`config.mk`:
```
export PLATFORM = sky130hd
export DESIGN_NAME = track_cross_counter
export DESIGN_NICKNAME = d
export VERILOG_FILES = /design/src/rtl/trkc_pkg.sv /design/src/rtl/trkc_tpi_qual.sv /design/src/rtl/trkc_window_counter.sv /design/src/rtl/trkc_jump_sel.sv /design/src/rtl/track_cross_counter.sv
export SDC_FILE = /design/constraint.sdc
export NUM_CORES = 1
export LEC_CHECK = 0
export ABC_AREA = 1
export BUFFER_PORTS_ARGS = -buffer_cell sky130_fd_sc_hd__buf_2
export CORE_MARGIN = 8
export CORE_UTILIZATION = 50
export CTS_CLUSTER_DIAMETER = 200
export CTS_CLUSTER_SIZE = 30
export DETAILED_ROUTE_END_ITERATION = 16
export GPL_TIMING_DRIVEN = 0
export PLACE_DENSITY = 0.75
export SLEW_MARGIN = 20
export SYNTH_ARGS = -nofsm -noshare
export SYNTH_HDL_FRONTEND = slang
export SYNTH_SLANG_ARGS = --single-unit
```
`constraint.sdc`:
```
create_clock -name clk -period 2.5 [get_ports clk]
set_input_delay 0.5 -clock clk [delete_from_list [all_inputs] [get_ports clk]]
set_output_delay 0.5 -clock clk [all_outputs]
set_load 0.01 [all_outputs]
```
`src/rtl/trkc_pkg.sv`:
```
package trkc_pkg;

    typedef enum logic [1:0] {
        CS_PROT     = 2'b00,
        CS_SLOW     = 2'b01,
        CS_FAST     = 2'b10,
        CS_FAST_ALT = 2'b11
    } cnt_state_e;

    typedef struct packed {
        logic valid;
        logic up;
    } step_t;

    localparam step_t STEP_IDLE = '{valid: 1'b0, up: 1'b0};

    function automatic logic state_is_fast(input cnt_state_e s);
        return (s == CS_FAST) || (s == CS_FAST_ALT);
    endfunction

    function automatic logic state_is_prot(input cnt_state_e s);
        return s == CS_PROT;
    endfunction

endpackage

```
`src/rtl/trkc_tpi_qual.sv`:
```
module trkc_tpi_qual
    import trkc_pkg::*;
#(
    parameter int DEB_W = 4
) (
    input  logic             clk,
    input  logic             rst,
    input  logic             raw_tpi,
    input  logic             ftc,
    input  logic             pol,
    input  logic             fast_dir,
    input  logic             use_ftc,
    input  cnt_state_e       state,
    input  logic [DEB_W-1:0] deb_n,
    output step_t            step
);
    localparam int RUN_W = DEB_W + 1;

    logic             filt;
    logic             filt_q;
    logic             src;
    logic             src_q;
    logic [DEB_W-1:0] run;
    logic [RUN_W-1:0] need;
    logic [RUN_W-1:0] run_inc;
    logic             rise_qual;
    logic             rise_fast;

    always_comb begin
        if (state_is_prot(state) && (deb_n != '0))
            need = {1'b0, deb_n};
        else
            need = RUN_W'(1);
        run_inc = {1'b0, run} + RUN_W'(1);
        src     = use_ftc ? ftc : raw_tpi;
    end

    always_ff @(posedge clk) begin
        if (rst) begin
            filt   <= 1'b0;
            filt_q <= 1'b0;
            src_q  <= 1'b0;
            run    <= '0;
        end else begin
            filt_q <= filt;
            src_q  <= src;
            if (raw_tpi != filt) begin
                if (run_inc >= need) begin
                    filt <= raw_tpi;
                    run  <= '0;
                end else begin
                    run  <= run_inc[DEB_W-1:0];
                end
            end else begin
                run <= '0;
            end
        end
    end

    assign rise_qual = filt & ~filt_q;
    assign rise_fast = src & ~src_q;

    always_comb begin
        step = STEP_IDLE;
        if (state_is_fast(state)) begin
            step.valid = rise_fast;
            step.up    = fast_dir;
        end else begin
            step.valid = rise_qual;
            step.up    = pol;
        end
    end

    // the filtered level only ever moves to the raw level seen one cycle earlier
    assert_filter_follows_R6: assert property (@(posedge clk) disable iff (rst)
        !$stable(filt) |-> (filt == $past(raw_tpi)));

endmodule

```
`src/rtl/trkc_window_counter.sv`:
```
module trkc_window_counter
    import trkc_pkg::*;
#(
    parameter int CNT_W = 16
) (
    input  logic                    clk,
    input  logic                    rst,
    input  step_t                   step,
    input  logic                    wide_ext,
    input  logic                    go,
    output logic signed [CNT_W-1:0] count,
    output logic                    access
);
    localparam logic signed [CNT_W-1:0] CMAX = {1'b0, {(CNT_W-1){1'b1}}};
    localparam logic signed [CNT_W-1:0] CMIN = {1'b1, {(CNT_W-1){1'b0}}};
    localparam logic signed [CNT_W-1:0] ONE  = CNT_W'(1);
    localparam logic signed [CNT_W-1:0] TWO  = CNT_W'(2);

    logic                    wide_q;
    logic signed [CNT_W-1:0] cnt_n;
    logic                    acc_n;
    logic signed [CNT_W-1:0] lim;
    logic                    beyond;

    function automatic logic signed [CNT_W-1:0] sat_step(
        input logic signed [CNT_W-1:0] c, input logic up);
        if (up)
            return (c == CMAX) ? CMAX : c + ONE;
        else
            return (c == CMIN) ? CMIN : c - ONE;
    endfunction

    always_comb begin
        lim    = wide_ext ? TWO : ONE;
        beyond = step.up ? (count >= lim) : (count <= -lim);
        cnt_n  = count;
        acc_n  = access;
        if (wide_ext != wide_q) begin
            cnt_n = '0;
            acc_n = 1'b0;
        end else begin
            if (go)
                acc_n = 1'b0;
            if (step.valid) begin
                if (access) begin
                    cnt_n = sat_step(count, step.up);
                end else if (beyond) begin
                    if (wide_ext) begin
                        acc_n = 1'b1;
                        cnt_n = sat_step(count, step.up);
                    end else begin
                        cnt_n = '0;
                    end
                end else begin
                    cnt_n = sat_step(count, step.up);
                end
            end
        end
    end

    always_ff @(posedge clk) begin
        if (rst) begin
            count  <= '0;
            access <= 1'b0;
            wide_q <= 1'b0;
        end else begin
            count  <= cnt_n;
            access <= acc_n;
            wide_q <= wide_ext;
        end
    end

    // one step per cycle at most, unless the count clears
    assert_single_step_R3: assert property (@(posedge clk) disable iff (rst)
        (count == $past(count)) || (count == $past(count) + ONE) ||
        (count == $past(count) - ONE) || (count == '0));

    // narrow window bounds once the window has been narrow for a cycle
    assert_narrow_bound_R4: assert property (@(posedge clk) disable iff (rst)
        (!wide_ext && ($past(wide_ext) == 1'b0)) |-> ((count <= ONE) && (count >= -ONE)));

    // handover only ever starts from the wide window
    assert_access_from_wide_R5: assert property (@(posedge clk) disable iff (rst)
        $rose(access) |-> $past(wide_ext));

    // no wrap at either end
    assert_no_wrap_top_R8: assert property (@(posedge clk) disable iff (rst)
        (count == CMAX) |=> (count != CMIN));
    assert_no_wrap_bottom_R8: assert property (@(posedge clk) disable iff (rst)
        (count == CMIN) |=> (count != CMAX));

    // a window switch clears the count
    assert_switch_clears_R10: assert property (@(posedge clk) disable iff (rst)
        !$stable(wide_ext) |=> ((count == '0) && !access));

endmodule

```
`src/rtl/trkc_jump_sel.sv`:
```
module trkc_jump_sel #(
    parameter int TTG_W = 15
) (
    input  logic             clk,
    input  logic             rst,
    input  logic             go,
    input  logic [TTG_W-1:0] tracks_to_go,
    input  logic [TTG_W-1:0] brake_dist,
    output logic             jump_valid,
    output logic             jump_sledge
);
    always_ff @(posedge clk) begin
        if (rst) begin
            jump_valid  <= 1'b0;
            jump_sledge <= 1'b0;
        end else if (go) begin
            jump_valid  <= 1'b1;
            jump_sledge <= tracks_to_go > brake_dist;
        end
    end

    // the choice holds between requests
    assert_choice_held_R9: assert property (@(posedge clk) disable iff (rst)
        !go |=> $stable(jump_sledge));
    assert_valid_after_go_R9: assert property (@(posedge clk) disable iff (rst)
        go |=> jump_valid);

endmodule

```
`src/rtl/track_cross_counter.sv`:
```
module track_cross_counter
    import trkc_pkg::*;
#(
    parameter int CNT_W = 16,
    parameter int DEB_W = 4,
    parameter int TTG_W = 15
) (
    input  logic             clk,
    input  logic             rst,
    input  logic             on_trk,
    input  logic             pol_in,
    input  logic             ftc_in,
    input  logic [1:0]       cnt_state,
    input  logic             use_ftc,
    input  logic             fast_dir,
    input  logic             wide_ext,
    input  logic [DEB_W-1:0] deb_n,
    input  logic             otd_inv,
    input  logic             go,
    input  logic [TTG_W-1:0] tracks_to_go,
    input  logic [TTG_W-1:0] brake_dist,
    output logic [CNT_W-1:0] trk_count,
    output logic             otd,
    output logic             access_req,
    output logic             jump_valid,
    output logic             jump_sledge
);
    cnt_state_e              state;
    step_t                   step;
    logic signed [CNT_W-1:0] count;

    assign state = cnt_state_e'(cnt_state);

    trkc_tpi_qual #(.DEB_W(DEB_W)) u_qual (
        .clk      (clk),
        .rst      (rst),
        .raw_tpi  (on_trk),
        .ftc      (ftc_in),
        .pol      (pol_in),
        .fast_dir (fast_dir),
        .use_ftc  (use_ftc),
        .state    (state),
        .deb_n    (deb_n),
        .step     (step)
    );

    trkc_window_counter #(.CNT_W(CNT_W)) u_count (
        .clk      (clk),
        .rst      (rst),
        .step     (step),
        .wide_ext (wide_ext),
        .go       (go),
        .count    (count),
        .access   (access_req)
    );

    trkc_jump_sel #(.TTG_W(TTG_W)) u_jump (
        .clk          (clk),
        .rst          (rst),
        .go           (go),
        .tracks_to_go (tracks_to_go),
        .brake_dist   (brake_dist),
        .jump_valid   (jump_valid),
        .jump_sledge  (jump_sledge)
    );

    assign trk_count = count;
    assign otd       = (count != '0) ^ otd_inv;

    // a request ends the access phase
    assert_go_ends_access_R11: assert property (@(posedge clk) disable iff (rst)
        (go && !step.valid && ($past(wide_ext) == wide_ext)) |=> !access_req);

endmodule

```
# After elaboration in Yosys (flattened, before gate mapping)
# Cells that the tools add are included.
[classes]
reduce_logical = 8
addsub = 4
magnitude_cmp = 4
mux = 16
eq_ne = 6
bitwise = 6
[ops]
columns = ["operator", "n"]
rows = [
  ["16-bit 2-to-1 mux", 6],
  ["16-bit equality test (second input constant)", 2],
  ["16-bit by 2-bit adder with 16-bit output (second input constant)", 1],
  ["16-bit >= comparator", 1],
  ["16-bit <= comparator", 1],
  ["16-bit negator", 1],
  ["16-bit nonzero test", 1],
  ["16-bit by 2-bit subtractor with 16-bit output (second input constant)", 1],
  ["15-bit > comparator", 1],
  ["1-bit 2-to-1 mux", 7],
  ["4-bit by 1-bit adder with 5-bit output (second input constant)", 1],
  ["5-bit by 4-bit >= comparator with 1-bit output", 1],
  ["2-bit equality test (second input constant)", 2],
  ["2-bit 2-to-1 mux", 2],
  ["4-bit 2-to-1 mux", 1],
  ["4-bit nonzero test", 1],
  ["1-bit inverter", 3],
  ["3-bit OR reduction", 1],
  ["1-bit AND", 2],
  ["2-bit zero test", 1],
  ["1-bit != test", 2],
  ["2-bit AND reduction", 1],
  ["2-bit OR reduction", 1],
  ["1-bit logical AND", 1],
  ["2 further kinds", 2],
]
[totals]
ff_bits = 27
word_cells = 53
input_bits = 46
output_inout_bits = 20

# Depth between registers and ports, before layout
# Gate-level depths: netlist of run 1.
[depth]
word_depth = 7
mapped_depth = 12
ltp_nobuf = 12

# By module
# Synthesis of run 1 repeated with hierarchy kept, for this count alone.
[hier_totals]
cells_unflattened = 505
area_unflattened_um2 = 2964.1
[by_module_without_submodules]
columns = ["module", "cells_per_inst", "seq_area_each_um2", "area_per_inst_um2", "n_inst"]
rows = [
  ["trkc_window_counter", 337, 360.3, 1936.9, 1],
  ["trkc_jump_sel", 85, 40.0, 506.7, 1],
  ["trkc_tpi_qual", 64, 140.1, 442.9, 1],
  ["track_cross_counter", 19, 0.0, 77.6, 1],
]

# Worst setup path after synthesis of run 1
# Ideal clock, no wire load.
[synth_path]
path_type = "input port to flip-flop"
start = "input port cnt_state[0]"
end = "register u_qual.run[2]"
required_ps = 2422
stages = 10
t_arrival_ps = 1900
slack_ps = 522
n_path_buf = 0
setup_time_ps = 78
cell_sequence = "nor3_1 > nand2_1 > ha_1 > o21ai_0 > nand2_1 > nand2_1 > nand2_1 > a21oi_1 > o211ai_1 > nor3_1"
[synth_between]
elab_chain_cells = 5
[synth_lines]
columns = ["element", "line", "source"]
rows = [
  ["start, declared", "track_cross_counter.sv:13", "input logic [1:0] cnt_state,"],
  ["2-bit zero test", "trkc_pkg.sv:22", "return s == CS_PROT;"],
  ["1-bit logical AND", "trkc_tpi_qual.sv:30", "if (state_is_prot(state) && (deb_n != '0))"],
  ["4-bit 2-to-1 mux", "trkc_tpi_qual.sv:30", ""],
  ["5-bit by 4-bit >= comparator with 1-bit output", "trkc_tpi_qual.sv:48", "if (run_inc >= need) begin"],
  ["3-bit OR reduction (no source line)", "--", ""],
  ["end signal, assigned", "trkc_tpi_qual.sv:52", "run <= run_inc[DEB_W-1:0];"],
  ["end, declared", "trkc_tpi_qual.sv:23", "logic [DEB_W-1:0] run;"],
]
# Every way passes these cells.
# A chain may end at the register's enable or synchronous reset.

# Final worst setup path of run 1
[layout_path]
start = "register u_count.count[0]"
end = "output port otd"
[layout_between]
elab_chain_cells = 2
[layout_lines]
columns = ["element", "line", "source"]
rows = [
  ["start, declared", "trkc_window_counter.sv:11", "output logic signed [CNT_W-1:0] count,"],
  ["start signal, assigned", "trkc_window_counter.sv:67", "count <= cnt_n;"],
  ["16-bit nonzero test", "track_cross_counter.sv:68", "assign otd = (count != '0) ^ otd_inv;"],
  ["1-bit bitwise XOR", "track_cross_counter.sv:68", ""],
  ["end, declared", "track_cross_counter.sv:23", "output logic otd,"],
]
# Every way passes these cells.

==> qor.yml, run 1 <==
hold_path:
  hold_start: "go"
  hold_path_class: "input pin to register"
  hold_depth: 2
  whs_endpoint: "u_jump.jump_sledge$_SDFFE_PP0P_"
timing:
  hold-worst-slack_ps: 418
  slew_headroom: 0.487
  fmaxAchievable_mhz: 448
  fin_worst_skew_ps: 1.79
  rsz0062_at_grt: "no"
  worst_slack_ps: 267
  fin_tns_setup_ps: 0
  slew_violations: 0
  worstMarginPinSlew_ps: 769
  min_period_over_period: 0.893
  post-route-min-period_ps: 2230
  hold_violations: 0
  setup_viol: 0
global_route:
  grt-ovfl-total: 0
  grt_max_degree: 18
  antenna_found_initial: 0
  grt_use_total: 0.176
  grt_pass1_wl_um: 12400
  grt_pass1_vias: 2886
yosys:
  syn_area_um2: 2770
  synth_seq_cells: 27
  synth-seq-area-share: 0.195
  yosys_warnings: 0
  async_reset_ff_frac: 0
  syn-mean-instance-area_um2: 6.23
  synth-edff-count: 0
  synth_cell_types: 32
  netlist_instances: 445
  synthesis.nets: 516
  synth_ff_type: "dfxtp_1"
routing:
  ant_nets: 0
  vias_per_cell: 5.10
  firstDrtPassIters: 5
  wl_per_cell_um: 12.3
  drc: 0
  drtIter0Drc: 230
  route.vias.total: 2990
  routed_wl_um: 7210
pwr:
  p_comb_frac: 0.460
  seq_power_share: 0.343
  pwr-share-clk: 0.197
  powerDensity_nw_per_um2: 429
  p_int_mw: 0.819
  finalPower_mw: 1.39
  p_sw_frac: 0.411
  total_leakage_power_nw: 1.64
  p_switching_mw: 0.571
  vdd_drop_max_mv: 0.282
setup_path:
  reg2reg_depth: 9
  critPathMaxFanout: 7
  r2r_end: "u_count.count[6]$_SDFFE_PP0P_"
  timing.rr.start: "u_count.count[1]$_SDFFE_PP0P_"
  crit_path_end_kind: "output pin"
  setup.worst_path.class: "register to output pin"
  crit_required_ps: 2000
  startpoint_type: "register"
  critPathArrivalTime_ps: 1730
  reg2reg_slack_ps: 360
place:
  place_congestion: 0.896
  placed_cell_area_um2: 3190
  port_buffers: 65
  dp_hpwl_um: 5830
  place_inst: 582
  place_ws_ps: 130
cts:
  root_buffer: "clkbuf_8"
  cts_sinks: 27
  cts.clk_slew.worst_paths_ps: 100
  clk_latency_ps: 280
  cts_resized: 0
  hold_buffers: 0
  clockBufferDepth: 2
  cts_tree: "yes"
  cts-htree-levels: 1
  post-cts-setup-buffers: 0
  cts_made_buffers: 3
cells_and_area:
  final_common_cell: "nand2_1"
  n_antenna_cell: 0
  finalInstanceArea_um2: 3240
  final_cell_mix: "117 x nand2_1, 68 x buf_2, 57 x inv_1"
  fin_cells: 586
  fin_nets: 586
  area_growth_pct: 16.8
  drive_gt1_frac: 0.239
  final_util: 0.596
die:
  core_um2: 5440
  start_util: 0.510
  row_count: 27
  die_w_um: 90.5
  die-area_um2: 8190
  num_io_pins: 66
  dieHeight_um: 90.5
job:
  maxCapViolations: 0
status:
  status: "finished, final reports clean"
==> per-layer routing <==
layer / vias up / GRT usage / wire length [µm]
li1: 1557 / - / -
met1: 1336 / 0.216 / 3280
met2: 85 / 0.296 / 3410
met3: 12 / 0.0291 / 377
met4: 0 / 0.0721 / 142
met5: - / 0 / 0
==> state kept, by name (all words and copies together), names as in the netlist <==
name,cells
u_count.access,1
u_count.count,16
u_count.wide_q,1
u_jump.jump_sledge,1
u_jump.jump_valid,1
u_qual.filt,1
u_qual.filt_q,1
u_qual.run,4
u_qual.src_q,1
==> worst max path at each step <==
stage                                           to  cells past startpoint                     startpoint  slack (ps)
finish                                         otd                      7  u_count.count[0]$_SDFFE_PP0P_         270
global route        u_count.count[12]$_SDFFE_PP0P_                     12  u_count.count[0]$_SDFFE_PP0P_          90
CTS                                            otd                      7  u_count.count[0]$_SDFFE_PP0P_         270
detailed placement        u_qual.run[2]$_SDFF_PP0_                     11                   cnt_state[1]         130
global placement          u_qual.run[2]$_SDFF_PP0_                     11                   cnt_state[1]         180
floorplan                 u_qual.run[2]$_SDFF_PP0_                     10                   cnt_state[0]         520
==> synthesized netlist by cell type, drive strengths merged (2+ instances only) <==
master  instances  area, µm²
buf            11       93.8
nand2         133        539
ha             25        313
nor3            7       40.0
inv            58        218
xnor2           5       43.8
a21oi          33        214
nand4           8       50.1
dfxtp          27        541
o21ai          28        140
nand3          30        150
nor2           58        270
o211ai          2       15.0
clkbuf          4       15.0
xor2            9       78.8
==> power by group through the flow <==
stage          combinational [mW]  sequential (mW)  clock (mW)
3_5_place_dp                0.633            0.486           0
6_report                    0.639            0.476       0.274
4_1_cts                     0.637            0.476       0.282
2_1_floorplan               0.458            0.491           0
5_1_grt                     0.725            0.480       0.294
3_3_place_gp                0.617            0.485           0
==> layout make-up <==
class / count / area, µm²
plain buffers: 15 / 109
fillers: 572 / 2200
inverters: 59 / 221
flip-flops and latches: 27 / 541
clock inverters: 1 / 8.76
multi-input cells: 344 / 1900
clock buffers: 3 / 41.3
well taps: 72 / 90.1
repair buffers: 65 / 325
==> critical path: stages, from the launching register on <==
cell     delay (ps)
dfxtp_1         390
inv_1           200
ha_1            180
nand2_1          50
nor2_1          200
nand3_1         140
xor2_1          160
buf_2           140
==> kinds of logic (layout without fill, tap and decap cells) <==
kind of cell	after synthesis	after routing	share of synthesized area
compound gates	66	66	0.143
xor+xnor	14	14	0.0442
fa+ha+maj	25	25	0.113
buf+inv	74	143	0.119
flops	27	27	0.195
simple gates	239	239	0.386
No activity file was read; power rests on OpenSTA's default activity.
==> inputs of run 2 (changes only) <==
--- a/config.mk
+++ b/config.mk
@@ -13,7 +13,7 @@
 export CTS_CLUSTER_SIZE = 30
 export DETAILED_ROUTE_END_ITERATION = 16
 export GPL_TIMING_DRIVEN = 0
-export PLACE_DENSITY = 0.75
+export PLACE_DENSITY = 0.8
 export SLEW_MARGIN = 20
 export SYNTH_ARGS = -nofsm -noshare
 export SYNTH_HDL_FRONTEND = slang
==> qor.yml, run 2 (synthesized netlist as in run 1, its figures left out) <==
status:
  status: "finished, final reports clean"  # unchanged
global_route:
  grt_pass1_wl_um: 12500  # was 12400 µm
  grt_use_total: 0.178  # was 0.176
  grt_max_degree: 18  # unchanged
  grt_pass1_vias: 2923  # was 2886
  antenna_found_initial: 0  # unchanged
  grt-ovfl-total: 0  # unchanged
cts:
  root_buffer: "clkbuf_8"  # unchanged
  cts_made_buffers: 3  # unchanged
  cts.clk_slew.worst_paths_ps: 110  # was 100 ps
  cts_resized: 0  # unchanged
  cts_sinks: 27  # unchanged
  cts_tree: "yes"  # unchanged
  post-cts-setup-buffers: 0  # unchanged
  clockBufferDepth: 2  # unchanged
  hold_buffers: 0  # unchanged
  clk_latency_ps: 290  # was 280 ps
  cts-htree-levels: 1  # unchanged
die:
  dieHeight_um: 90.5  # unchanged
  die_w_um: 90.5  # unchanged
  core_um2: 5440  # unchanged
  die-area_um2: 8190  # unchanged
  start_util: 0.510  # unchanged
  row_count: 27  # unchanged
  num_io_pins: 66  # unchanged
routing:
  drc: 0  # unchanged
  wl_per_cell_um: 12.8  # was 12.3 µm
  drtIter0Drc: 201  # was 230
  routed_wl_um: 7490  # was 7210 µm
  ant_nets: 0  # unchanged
  route.vias.total: 3049  # was 2990
  firstDrtPassIters: 5  # unchanged
  vias_per_cell: 5.20  # was 5.10
cells_and_area:
  final_cell_mix: "117 x nand2_1, 68 x buf_2, 57 x inv_1"  # unchanged
  regMostFlops: "u_count.count"  # unchanged
  final_util: 0.596  # unchanged
  drive_gt1_frac: 0.239  # unchanged
  fillers: 546  # was 572
  reg_top3: "u_count.count (16), u_qual.run (4)"  # unchanged
  n_antenna_cell: 0  # unchanged
  largest_reg_flops: 16  # unchanged
  final_common_cell: "nand2_1"  # unchanged
  fin_nets: 586  # unchanged
  area_growth_pct: 16.8  # unchanged
timing:
  rsz0062_at_grt: "no"  # unchanged
  slew_headroom: 0.504  # was 0.487
  hold_violations: 0  # unchanged
  fmaxAchievable_mhz: 447  # was 448 MHz
  slew_violations: 0  # unchanged
  post-route-min-period_ps: 2240  # was 2230 ps
  fin_tns_setup_ps: 0  # unchanged
  fin_worst_skew_ps: 7.30  # was 1.79 ps
  setup_viol: 0  # unchanged
  min_period_over_period: 0.896  # was 0.893
  worstMarginPinSlew_ps: 744  # was 769 ps
setup_path:
  cp_num_buf_inv: 2  # unchanged
  path_cells: "inv_1, ha_1, nand2_1, nor2_1, nand3_1, xor2_1, buf_2"  # unchanged
  cp_slowest_cell: "dfxtp_1"  # unchanged
  critPathArrivalTime_ps: 1740  # was 1730 ps
  reg2reg_slack_ps: 330  # was 360 ps
  crit_path_end_kind: "output pin"  # unchanged
  cpLargestDelayFamily: "flip-flops"  # unchanged
  critPathMaxFanout: 7  # unchanged
  crit_required_ps: 2000  # about the same
  setup.worst_path.class: "register to output pin"  # unchanged
  startpoint_type: "register"  # unchanged
  crit_path_max_incr_delay_ps: 390  # about the same
pwr:
  powerDensity_nw_per_um2: 431  # was 429 nW/µm²
  total_leakage_power_nw: 1.64  # unchanged
  vdd_drop_max_mv: 0.266  # was 0.282 mV
place:
  place_congestion: 0.943  # was 0.896
  port_buffers: 65  # unchanged
  dp_hpwl_um: 6020  # was 5830 µm
hold_path:
  hold_path_class: "input pin to register"  # unchanged
job:
  maxCapViolations: 0  # unchanged
## run 2: cell counts in the layout (fill, tap and decap cells not counted)
No cell type changed its count.
## run 2: area by class of cell
class / count / area (µm²) / area share
inverters: 59 / 221 / 0.0684
flip-flops and latches: 27 / 541 / 0.167
multi-input cells: 344 / 1900 / 0.587
well taps: 72 / 90.1 / 0.0278
clock inverters: 1 / 8.76 / 0.00270
repair buffers: 65 / 325 / 0.100
plain buffers: 15 / 109 / 0.0336
clock buffers: 3 / 41.3 / 0.0127
## run 2: report_power, final
group / total, mW / switching (mW) / internal [mW]
Combinational: 0.640 / 0.395 / 0.246
Clock: 0.279 / 0.161 / 0.118
Sequential: 0.477 / 0.0219 / 0.455
## run 2: final timing paths
kind,start,end,cells past startpoint
max,u_count.count[0]$_SDFFE_PP0P_,otd,7
min,go,u_jump.jump_sledge$_SDFFE_PP0P_,2
max reg2reg,u_count.count[1]$_SDFFE_PP0P_,u_count.count[4]$_SDFFE_PP0P_,9
min reg2reg,u_qual.run[0]$_SDFF_PP0_,u_qual.run[0]$_SDFF_PP0_,1
## run 2: through the flow
step	setup WS, ps	hold slack, ps	area [µm²]	power (mW)	instances
after floorplan	522	433	2770	0.949	445
after global placement	187	449	3190	1.11	582
after detailed placement	154	461	3190	1.12	582
after CTS	269	418	3240	1.40	586
after global routing	122	438	3240	1.49	586
final	261	418	3240	1.40	586
## run 2: layer usage
layer	routed length (µm)	part of all wire	up-vias	track usage
met5	0	0	-	0
met2	3650	0.49	95	0.322
met3	394	0.053	15	0.0291
met1	3310	0.44	1376	0.205
li1	-	-	1563	-
met4	133	0.018	0	0.0624
==> inputs of run 3 (changes only) <==
--- a/config.mk
+++ b/config.mk
@@ -10,9 +10,7 @@
 export CORE_MARGIN = 8
 export CORE_UTILIZATION = 50
 export CTS_CLUSTER_DIAMETER = 200
-export CTS_CLUSTER_SIZE = 30
 export DETAILED_ROUTE_END_ITERATION = 16
-export GPL_TIMING_DRIVEN = 0
 export PLACE_DENSITY = 0.8
 export SLEW_MARGIN = 20
 export SYNTH_ARGS = -nofsm -noshare
==> constraint.sdc (replaced) <==
create_clock -name clk -period 2.1 [get_ports clk]
set_input_delay 0.42 -clock clk [delete_from_list [all_inputs] [get_ports clk]]
set_output_delay 0.42 -clock clk [all_outputs]
set_load 0.01 [all_outputs]
==> qor.yml, run 3 (synthesized netlist as in run 1, its figures left out) <==
status:
  status: "finished, final reports clean"  # unchanged
global_route:
  grt_max_degree: 18  # unchanged
  grt_use_total: 0.171  # was 0.178
  grt_pass1_vias: 2819  # was 2923
  antenna_found_initial: 0  # unchanged
  grt-ovfl-total: 0  # unchanged
  grt_pass1_wl_um: 12200  # was 12500 µm
die:
  row_count: 27  # unchanged
  dieHeight_um: 90.5  # unchanged
  num_io_pins: 66  # unchanged
  core_um2: 5440  # unchanged
  die_w_um: 90.5  # unchanged
  die-area_um2: 8190  # unchanged
  start_util: 0.510  # unchanged
cts:
  cts_sinks: 27  # unchanged
  clk_latency_ps: 280  # was 290 ps
  cts_made_buffers: 3  # unchanged
  cts-htree-levels: 1  # unchanged
  post-cts-setup-buffers: 0  # unchanged
  cts_tree: "yes"  # unchanged
  clockBufferDepth: 2  # unchanged
  root_buffer: "clkbuf_8"  # unchanged
  cts.clk_slew.worst_paths_ps: 100  # was 110 ps
hold_path:
  hold_path_class: "input pin to register"  # unchanged
  hold_depth: 2  # unchanged
cells_and_area:
  area_growth_pct: 17.1  # was 16.8%
  final_common_cell: "nand2_1"  # unchanged
  n_antenna_cell: 0  # unchanged
  reg_top3: "u_count.count (16), u_qual.run (4)"  # unchanged
  regMostFlops: "u_count.count"  # unchanged
  finalInstanceArea_um2: 3250  # was 3240 µm²
  drive_gt1_frac: 0.265  # was 0.239
  largest_reg_flops: 16  # unchanged
  fin_nets: 582  # was 586
  final_cell_mix: "116 x nand2_1, 65 x buf_2, 56 x inv_1"  # was 117 x nand2_1, 68 x buf_2, 57 x inv_1
  fin_cells: 582  # was 586
  final_util: 0.597  # was 0.596
routing:
  firstDrtPassIters: 4  # was 5
  routed_wl_um: 7120  # was 7490 µm
  vias_per_cell: 5.10  # was 5.20
  route.vias.total: 2971  # was 3049
  drtIter0Drc: 206  # was 201
  wl_per_cell_um: 12.2  # was 12.8 µm
  drc: 0  # unchanged
  ant_nets: 0  # unchanged
timing:
  setup_viol: 0  # unchanged
  fin_tns_setup_ps: 0  # unchanged
  hold_violations: 0  # unchanged
  slew_violations: 0  # unchanged
  fmaxAchievable_mhz: 495
  slew_headroom: 0.707  # was 0.504
  post-route-min-period_ps: 2020
  worst_slack_ps: 79.5  # was 261 ps
  min_period_over_period: 0.962
  worstMarginPinSlew_ps: 439  # was 744 ps
  fin_worst_skew_ps: 2.38  # was 7.30 ps
setup_path:
  reg2reg_depth: 10  # was 9
  startpoint_type: "register"  # unchanged
  setup.worst_path.class: "register to output pin"  # unchanged
  critPathArrivalTime_ps: 1600  # was 1740 ps
  crit_required_ps: 1680  # was 2000 ps
  critPathMaxFanout: 10  # was 7
  crit_path_end_kind: "output pin"  # unchanged
job:
  maxCapViolations: 0  # unchanged
place:
  place_inst: 578  # was 582
  place_ws_ps: -107  # was 154 ps
  place_congestion: 0.924  # was 0.943
  dp_hpwl_um: 5730  # was 6020 µm
  port_buffers: 65  # unchanged
  placed_cell_area_um2: 3180  # was 3190 µm²
pwr:
  vdd_drop_max_mv: 0.280  # was 0.266 mV
  powerDensity_nw_per_um2: 509  # was 431 nW/µm²
  total_leakage_power_nw: 1.64  # about the same
[run 3: cell types whose count changed in the layout (fill, tap and decap cells not counted), sizes merged]
cell,delta
clkinvlp,+1
clkbuf,-4
inv,-1
[run 3: cell type report]
class                      instances  area, µm²
clock inverter                     1       7.51
tap                               72       90.1
clock buffer                       3       41.3
fill                             518       2190
inverter                          59        224
multi-input combinational        344       1910
sequential                        27        556
timing repair buffer              76        420
[run 3: critical path, stage by stage, from the launching register on]
cell     delay [ps]
dfxtp_1         440
nor2_4          150
nand2_2          90
nor2_2          160
nand3_1         110
xor2_1          210
buf_2           170
[run 3: path summary, 6_finish.rpt]
check,from,endpoint,slack [ps]
setup / recovery,u_count.count[5]$_SDFFE_PP0P_,otd,80
hold / removal,go,u_jump.jump_sledge$_SDFFE_PP0P_,350
setup reg to reg,u_count.count[5]$_SDFFE_PP0P_,u_count.count[9]$_SDFFE_PP0P_,260
hold reg to reg,u_qual.run[0]$_SDFF_PP0_,u_qual.run[0]$_SDFF_PP0_,480
[run 3: power by group]
part	internal [mW]	total, mW	switching, mW
clock	0.135	0.313	0.178
combinational	0.306	0.751	0.445
sequential	0.543	0.591	0.0484
[run 3: timing repair]
item	4_1_cts	5_1_grt
gates resized for setup	1	14
setup endpoints to repair	1	17
hold buffers	0	0
pin swaps	0	2
[run 3: stage by stage]
stage	power (mW)	hold WS (ps)
final	1.65	349
after global routing	1.79	349
after CTS	1.65	350
after detailed placement	1.34	456
after global placement	1.32	449
after floorplan	1.13	433
[run 3: metal layers]
layer	track usage	vias up	wire [µm]
met5	0	-	0
met4	0.0458	0	54
met3	0.0341	6	527
met2	0.309	92	3480
met1	0.198	1321	3060
li1	-	1552	-
